## config.mk

```make
export PLATFORM = sky130hd
export DESIGN_NAME = dring_engine
export DESIGN_NICKNAME = d
export VERILOG_FILES = /design/src/rtl/dring_pkg.sv /design/src/rtl/dring_regs.sv /design/src/rtl/dring_seq.sv /design/src/rtl/dring_engine.sv
export SDC_FILE = /design/constraint.sdc
export NUM_CORES = 1
export LEC_CHECK = 0
export ABC_AREA = 1
export BUFFER_PORTS_ARGS = -buffer_cell sky130_fd_sc_hd__buf_2
export CAP_MARGIN = 25
export CORE_MARGIN = 3
export CORE_UTILIZATION = 35
export DETAILED_ROUTE_END_ITERATION = 6
export PLACE_DENSITY = 0.54
export SYNTH_ARGS = -nofsm -noshare
export SYNTH_HDL_FRONTEND = slang
export SYNTH_SLANG_ARGS = --single-unit
```

## constraint.sdc

```tcl
create_clock -name clk -period 9.8 [get_ports clk]
set_input_delay 0.49 -clock clk [delete_from_list [all_inputs] [get_ports clk]]
set_output_delay 0.49 -clock clk [all_outputs]
set_load 0.01 [all_outputs]
```

## src/rtl/dring_pkg.sv

```systemverilog
package dring_pkg;

  typedef enum logic [2:0] {
    ST_IDLE,
    ST_FETCH,
    ST_EXEC,
    ST_WAIT,
    ST_WB,
    ST_ADV
  } seq_state_t;

  localparam logic [2:0] A_BASE_LO = 3'd0;
  localparam logic [2:0] A_BASE_HI = 3'd1;
  localparam logic [2:0] A_CTRL    = 3'd2;
  localparam logic [2:0] A_STAT    = 3'd3;
  localparam logic [2:0] A_SIZE    = 3'd4;

  localparam int CTL_RUN   = 0;
  localparam int CTL_ERRIE = 4;
  localparam int STA_BUSY  = 0;
  localparam int STA_ERR   = 4;
  localparam int STA_DONE  = 5;
  localparam int PTR_LSB   = 16;

  localparam int DSC_IRQ_BIT  = 30;
  localparam int DSC_HALT_BIT = 31;
  localparam int RES_OK_BIT   = 0;

  localparam int          DESC_WORDS = 4;
  localparam logic [3:0]  WB_STRB    = 4'b1101;

endpackage

```

## src/rtl/dring_regs.sv

```systemverilog
module dring_regs
  import dring_pkg::*;
#(
  parameter int PTR_W = 8,
  parameter int AW    = 64
) (
  input  logic             clk,
  input  logic             rst_n,
  input  logic             reg_wr,
  input  logic [2:0]       reg_addr,
  input  logic [31:0]      reg_wdata,
  output logic [31:0]      reg_rdata,
  input  logic             ev_done,
  input  logic             ev_err,
  input  logic             ev_halt,
  input  logic [PTR_W-1:0] tail,
  input  logic             busy,
  output logic             run,
  output logic [PTR_W-1:0] head,
  output logic [PTR_W-1:0] size,
  output logic [AW-1:0]    base,
  output logic             irq
);
  localparam int HI_W = AW - 32;

  logic [AW-1:0]    base_q, base_d;
  logic [PTR_W-1:0] head_q, head_d, size_q, size_d;
  logic             run_q, run_d, eie_q, eie_d;
  logic             done_q, done_d, err_q, err_d;

  always_comb begin
    base_d = base_q;
    head_d = head_q;
    size_d = size_q;
    run_d  = run_q;
    eie_d  = eie_q;
    done_d = done_q;
    err_d  = err_q;
    if (reg_wr) begin
      case (reg_addr)
        A_BASE_LO: base_d[31:0] = reg_wdata;
        A_BASE_HI: base_d[AW-1:32] = reg_wdata[HI_W-1:0];
        A_CTRL: begin
          run_d  = reg_wdata[CTL_RUN];
          eie_d  = reg_wdata[CTL_ERRIE];
          head_d = reg_wdata[PTR_LSB +: PTR_W];
        end
        A_STAT: begin
          if (reg_wdata[STA_ERR])  err_d  = 1'b0;
          if (reg_wdata[STA_DONE]) done_d = 1'b0;
        end
        A_SIZE: size_d = reg_wdata[PTR_W-1:0];
        default: ;
      endcase
    end
    if (ev_halt) run_d = 1'b0;
    if (ev_done) done_d = 1'b1;
    if (ev_err && eie_q) err_d = 1'b1;
  end

  always_ff @(posedge clk or negedge rst_n) begin
    if (!rst_n) begin
      base_q <= '0;
      head_q <= '0;
      size_q <= '0;
      run_q  <= 1'b0;
      eie_q  <= 1'b0;
      done_q <= 1'b0;
      err_q  <= 1'b0;
    end else begin
      base_q <= base_d;
      head_q <= head_d;
      size_q <= size_d;
      run_q  <= run_d;
      eie_q  <= eie_d;
      done_q <= done_d;
      err_q  <= err_d;
    end
  end

  always_comb begin
    reg_rdata = '0;
    case (reg_addr)
      A_BASE_LO: reg_rdata = base_q[31:0];
      A_BASE_HI: reg_rdata[HI_W-1:0] = base_q[AW-1:32];
      A_CTRL: begin
        reg_rdata[CTL_RUN]            = run_q;
        reg_rdata[CTL_ERRIE]          = eie_q;
        reg_rdata[PTR_LSB +: PTR_W]   = head_q;
      end
      A_STAT: begin
        reg_rdata[STA_BUSY]           = busy;
        reg_rdata[STA_ERR]            = err_q;
        reg_rdata[STA_DONE]           = done_q;
        reg_rdata[PTR_LSB +: PTR_W]   = tail;
      end
      A_SIZE: reg_rdata[PTR_W-1:0] = size_q;
      default: ;
    endcase
  end

  assign run  = run_q;
  assign head = head_q;
  assign size = size_q;
  assign base = base_q;
  assign irq  = done_q | err_q;

endmodule

```

## src/rtl/dring_seq.sv

```systemverilog
module dring_seq
  import dring_pkg::*;
#(
  parameter int PTR_W = 8,
  parameter int AW    = 64
) (
  input  logic                     clk,
  input  logic                     rst_n,
  input  logic                     run,
  input  logic [PTR_W-1:0]         head,
  input  logic [PTR_W-1:0]         size,
  input  logic [AW-1:0]            base,
  output logic                     mem_req,
  output logic                     mem_we,
  output logic [AW-1:0]            mem_addr,
  output logic [3:0]               mem_wstrb,
  output logic [31:0]              mem_wdata,
  input  logic                     mem_ack,
  input  logic [31:0]              mem_rdata,
  output logic                     exec_start,
  output logic [32*DESC_WORDS-1:0] exec_desc,
  input  logic                     exec_done,
  input  logic [7:0]               exec_status,
  input  logic [7:0]               exec_rx_cnt,
  input  logic [7:0]               exec_tx_cnt,
  output logic [PTR_W-1:0]         tail,
  output logic                     busy,
  output logic                     ev_done,
  output logic                     ev_err,
  output logic                     ev_halt
);
  localparam int WI_W = $clog2(DESC_WORDS);
  localparam logic [WI_W-1:0] WI_LAST = WI_W'(DESC_WORDS - 1);

  seq_state_t                  state_q, state_d;
  logic [WI_W-1:0]             widx_q, widx_d;
  logic [PTR_W-1:0]            tail_q, tail_d, tail_inc;
  logic [DESC_WORDS-1:0][31:0] desc_q;
  logic                        desc_we;
  logic [23:0]                 res_q;
  logic                        res_we;
  logic [AW-1:0]               entry_addr;
  logic                        failed;

  assign entry_addr = base + (AW'(tail_q) << 4);
  assign tail_inc   = (tail_q >= size) ? '0 : tail_q + 1'b1;
  assign failed     = !res_q[RES_OK_BIT];

  always_comb begin
    state_d = state_q;
    widx_d  = widx_q;
    tail_d  = tail_q;
    desc_we = 1'b0;
    res_we  = 1'b0;
    ev_done = 1'b0;
    ev_err  = 1'b0;
    ev_halt = 1'b0;
    case (state_q)
      ST_IDLE: begin
        widx_d = '0;
        if (run && tail_q != head) state_d = ST_FETCH;
      end
      ST_FETCH: begin
        if (mem_ack) begin
          desc_we = 1'b1;
          widx_d  = widx_q + 1'b1;
          if (widx_q == WI_LAST) state_d = ST_EXEC;
        end
      end
      ST_EXEC: state_d = ST_WAIT;
      ST_WAIT: begin
        if (exec_done) begin
          res_we  = 1'b1;
          state_d = ST_WB;
        end
      end
      ST_WB: begin
        if (mem_ack) state_d = ST_ADV;
      end
      ST_ADV: begin
        ev_done = desc_q[0][DSC_IRQ_BIT];
        ev_err  = failed;
        widx_d  = '0;
        if (failed && desc_q[0][DSC_HALT_BIT]) begin
          ev_halt = 1'b1;
          state_d = ST_IDLE;
        end else begin
          tail_d  = tail_inc;
          state_d = (run && tail_inc != head) ? ST_FETCH : ST_IDLE;
        end
      end
      default: state_d = ST_IDLE;
    endcase
  end

  always_ff @(posedge clk or negedge rst_n) begin
    if (!rst_n) begin
      state_q <= ST_IDLE;
      widx_q  <= '0;
      tail_q  <= '0;
    end else begin
      state_q <= state_d;
      widx_q  <= widx_d;
      tail_q  <= tail_d;
    end
  end

  always_ff @(posedge clk or negedge rst_n) begin
    if (!rst_n) begin
      desc_q <= '0;
    end else if (desc_we) begin
      desc_q[widx_q] <= mem_rdata;
    end
  end

  always_ff @(posedge clk or negedge rst_n) begin
    if (!rst_n) begin
      res_q <= '0;
    end else if (res_we) begin
      res_q <= {exec_tx_cnt, exec_rx_cnt, exec_status};
    end
  end

  always_comb begin
    mem_req   = (state_q == ST_FETCH) || (state_q == ST_WB);
    mem_we    = (state_q == ST_WB);
    mem_wstrb = mem_we ? WB_STRB : 4'b0000;
    mem_wdata = {res_q[23:16], res_q[15:8], 8'h00, res_q[7:0]};
    if (state_q == ST_WB) mem_addr = entry_addr + AW'(4);
    else                  mem_addr = entry_addr + AW'({widx_q, 2'b00});
  end

  assign exec_start = (state_q == ST_EXEC);
  assign exec_desc  = desc_q;
  assign tail       = tail_q;
  assign busy       = (state_q != ST_IDLE);

endmodule

```

## src/rtl/dring_engine.sv

```systemverilog
module dring_engine
  import dring_pkg::*;
#(
  parameter int PTR_W = 8,
  parameter int AW    = 64
) (
  input  logic           clk,
  input  logic           rst_n,
  input  logic           reg_wr,
  input  logic [2:0]     reg_addr,
  input  logic [31:0]    reg_wdata,
  output logic [31:0]    reg_rdata,
  output logic           mem_req,
  output logic           mem_we,
  output logic [AW-1:0]  mem_addr,
  output logic [3:0]     mem_wstrb,
  output logic [31:0]    mem_wdata,
  input  logic           mem_ack,
  input  logic [31:0]    mem_rdata,
  output logic           exec_start,
  output logic [127:0]   exec_desc,
  input  logic           exec_done,
  input  logic [7:0]     exec_status,
  input  logic [7:0]     exec_rx_cnt,
  input  logic [7:0]     exec_tx_cnt,
  output logic           irq
);
  logic [1:0]       rst_sync_q;
  logic             rst_sync_n;
  logic             eng_run, seq_busy;
  logic             ev_done, ev_err, ev_halt;
  logic [PTR_W-1:0] reg_head, reg_size, seq_tail;
  logic [AW-1:0]    reg_base;

  always_ff @(posedge clk or negedge rst_n) begin
    if (!rst_n) rst_sync_q <= 2'b00;
    else        rst_sync_q <= {rst_sync_q[0], 1'b1};
  end
  assign rst_sync_n = rst_sync_q[1];

  dring_regs #(.PTR_W(PTR_W), .AW(AW)) u_regs (
    .clk       (clk),
    .rst_n     (rst_sync_n),
    .reg_wr    (reg_wr),
    .reg_addr  (reg_addr),
    .reg_wdata (reg_wdata),
    .reg_rdata (reg_rdata),
    .ev_done   (ev_done),
    .ev_err    (ev_err),
    .ev_halt   (ev_halt),
    .tail      (seq_tail),
    .busy      (seq_busy),
    .run       (eng_run),
    .head      (reg_head),
    .size      (reg_size),
    .base      (reg_base),
    .irq       (irq)
  );

  dring_seq #(.PTR_W(PTR_W), .AW(AW)) u_seq (
    .clk         (clk),
    .rst_n       (rst_sync_n),
    .run         (eng_run),
    .head        (reg_head),
    .size        (reg_size),
    .base        (reg_base),
    .mem_req     (mem_req),
    .mem_we      (mem_we),
    .mem_addr    (mem_addr),
    .mem_wstrb   (mem_wstrb),
    .mem_wdata   (mem_wdata),
    .mem_ack     (mem_ack),
    .mem_rdata   (mem_rdata),
    .exec_start  (exec_start),
    .exec_desc   (exec_desc),
    .exec_done   (exec_done),
    .exec_status (exec_status),
    .exec_rx_cnt (exec_rx_cnt),
    .exec_tx_cnt (exec_tx_cnt),
    .tail        (seq_tail),
    .busy        (seq_busy),
    .ev_done     (ev_done),
    .ev_err      (ev_err),
    .ev_halt     (ev_halt)
  );

endmodule

```

==> metrics.txt <==
placed standard-cell area 18300 um^2; Setup WS pre-CTS 5.68 ns; Buffers on Ports 350; Fin Clk Skew 0.0187 ns; Vias/cell 5.10; CTS tree done; GPL Wtd Cong 0.996; Post-synth ARST share 1.00; first-pass GRT wire length 96100 um; hold depth 2; Rel. slew slack 0.431; Worst setup EP type output pin; layout cell share with drive strength beyond 1 0.210; unrepaired setup endpoints after global routing no; WL/cell 19.7 um; DRC errors left 0; setup_tns 0 ns; gr ovfl total 0; Post-Layout Inst Area 19200 um^2; nets 2741; CORE AREA 44500 um^2; Power Dens Cells 235 nW/um^2; Yosys reg bits 251; die height 219 um; Hold Path Class input pin to flip-flop; Total Wirelength 63600 um; most frequent cells in the layout nand2_1 (732), buf_2 (350), inv_1 (283); CP arrival 4.29 ns; EDFF count, synth 0; Post-synth top flop dfrtp_1; DR iter-0 viols 1448; Leak 9.88 nW; CTS resizes 0; Post-Synthesis Cells 2284; Starting Density 0.356; status finished clean; Clk Latency, worst-skew pair 0.57 ns; synth top area cells dfrtp_1 (40%), nand2_1 (17%), o21ai_0 (7.6%); commonest non-fill, non-tap cell in the layout nand2_1; Routed Antenna Nets 0; Worst Path Required 9.31 ns; crit path time final 4.78 ns; Num CTS Buffers 30; 1st-pass router iterations 6; post-synth cell types 46; CP max FO 7; Hold Buf Count CTS 1; dpl hpwl 52300 um; dpl cells 3179; die width 219 um; Cell Count, Final, Fillers Out 3233; Setup crit start kind flip-flop; max-cap violation count 0; f_max 209 MHz; final setup violation count 0; row count 77; slack of the critical path 5.02 ns; post-synthesis sequential area ratio 0.396; Clock transition at path regs 0.06 ns; Boundary Pins 360; vias in the first global route 15.8k; largest net degree at the start of global routing 136; top cell type's share of synthesized area 0.396; cell taking the most area after synthesis dfrtp_1; Root Buffer Master clkbuf_16; worst setup path category flip-flop to output pin; Pins Over Slew Limit 0; die area 47900 um^2; vias 16.5k; Syn Std Cell Area 15900 um^2; clock buffer depth 3; clk sink count 251; setup bufs post-CTS 0; Syn Area/Cell 6.94 um^2; FF-to-FF path depth 18; GRT Total Usage 0.263; Max IR drop VDD 0.160 mV; YS warnings 0; Worst Tran Pin Value 0.854 ns; H-tree depth 1; initial antenna violation count 8; final hold violations 0; fin crit share 0.488; Area growth, synth to finish 21.1%
[cells in the mapped netlist (14+ instances only)]
master and instances:
nand2_1 738, inv_1 283, dfrtp_1 251, o21ai_0 240, nor2_1 211, nand3_1 152, clkbuf_1 49, nand4_1 44
nor2_2 38, xor2_1 38, nand2_2 31, ha_1 23, mux2_2 23, nor3_1 18, buf_4 14
[report_power, final]
part	leakage (nW)	switching, mW	internal [mW]
Clock	0.447	0.442	0.613
Combinational	6.21	1.14	0.635
Sequential	3.22	0.324	1.36
[cell families after synthesis]
family,synth area share
buffers and inverters,0.0921
adders and majority gates,0.0207
DFF,0.396
and+or+nand+nor,0.345
muxes,0.0163
xor gates and xnor gates,0.0265
other,0.000474
AOI/OAI and AO/OA,0.102
[metal layers]
layer,track usage,share of wire,vias to the layer above
li1,-,-,7916
met1,0.359,0.43,7776
met2,0.413,0.44,678
met3,0.0569,0.085,117
met4,0.0890,0.036,14
met5,0,0.0014,-
[path summary, 6_finish.rpt]
path                       slack (ns)             start               end
hold / removal                   0.16           mem_ack  u_seq.state_q[2]
setup / recovery                 5.02  u_seq.state_q[1]      mem_addr[46]
setup reg to reg                 7.21     u_seq.tail[0]  u_seq.state_q[0]
min in group asynchronous        0.25             rst_n     rst_sync_q[1]
hold reg to reg                  0.35     rst_sync_q[0]     rst_sync_q[1]
max in group asynchronous        8.07     rst_sync_q[1]   u_regs.base[31]
[layout make-up]
type	count	area, um^2
fill	4738	25300
clock buffer	41	822
inverter	301	1130
antenna	1	2.50
clock inverter	11	110
tap	592	741
multi-input combinational	1672	8170
sequential	251	6280
timing repair buffer	364	1950
[flip-flops by register name (all words and copies together) (netlist names), 2 cells and up]
register	flops
u_seq.tail	8
u_regs.head	8
u_seq.widx_q	2
u_regs.base	64
u_regs.size	8
u_seq.state_q	3
u_seq.res_q	24
u_seq.exec_desc	128
rst_sync_q	2
[critical path, stage by stage (launching register included)]
cell and delay [ns]:
dfrtp_1 0.38, inv_1 0.13, nand2_1 0.10, nor2_1 0.31, inv_1 0.13, nand2_1 0.14, ha_1 0.26, inv_1 0.08
fa_1 0.44, inv_1 0.10, nand3_1 0.12, nor2_1 0.17, nand3_1 0.22, nor2_1 0.15, nand3_1 0.08, nor2_1 0.10
nand3_1 0.11, inv_1 0.07, nand2_1 0.06, nor2_2 0.13, nand2_1 0.06, inv_1 0.09, nand2_1 0.06, nand2_1 0.06
nand2_1 0.04, buf_2 0.13
[per-stage QoR]
stage                     utilization  total power, mW  hold slack, ns
after CTS                       0.432             4.54           0.135
after global routing            0.432             4.83           0.141
after detailed placement        0.410             3.46           0.278
final                           0.432             4.51           0.156
after global placement          0.407             3.42           0.277
after floorplan                     -             2.64           0.194
Note: power is estimated with default switching activity, not from simulation.
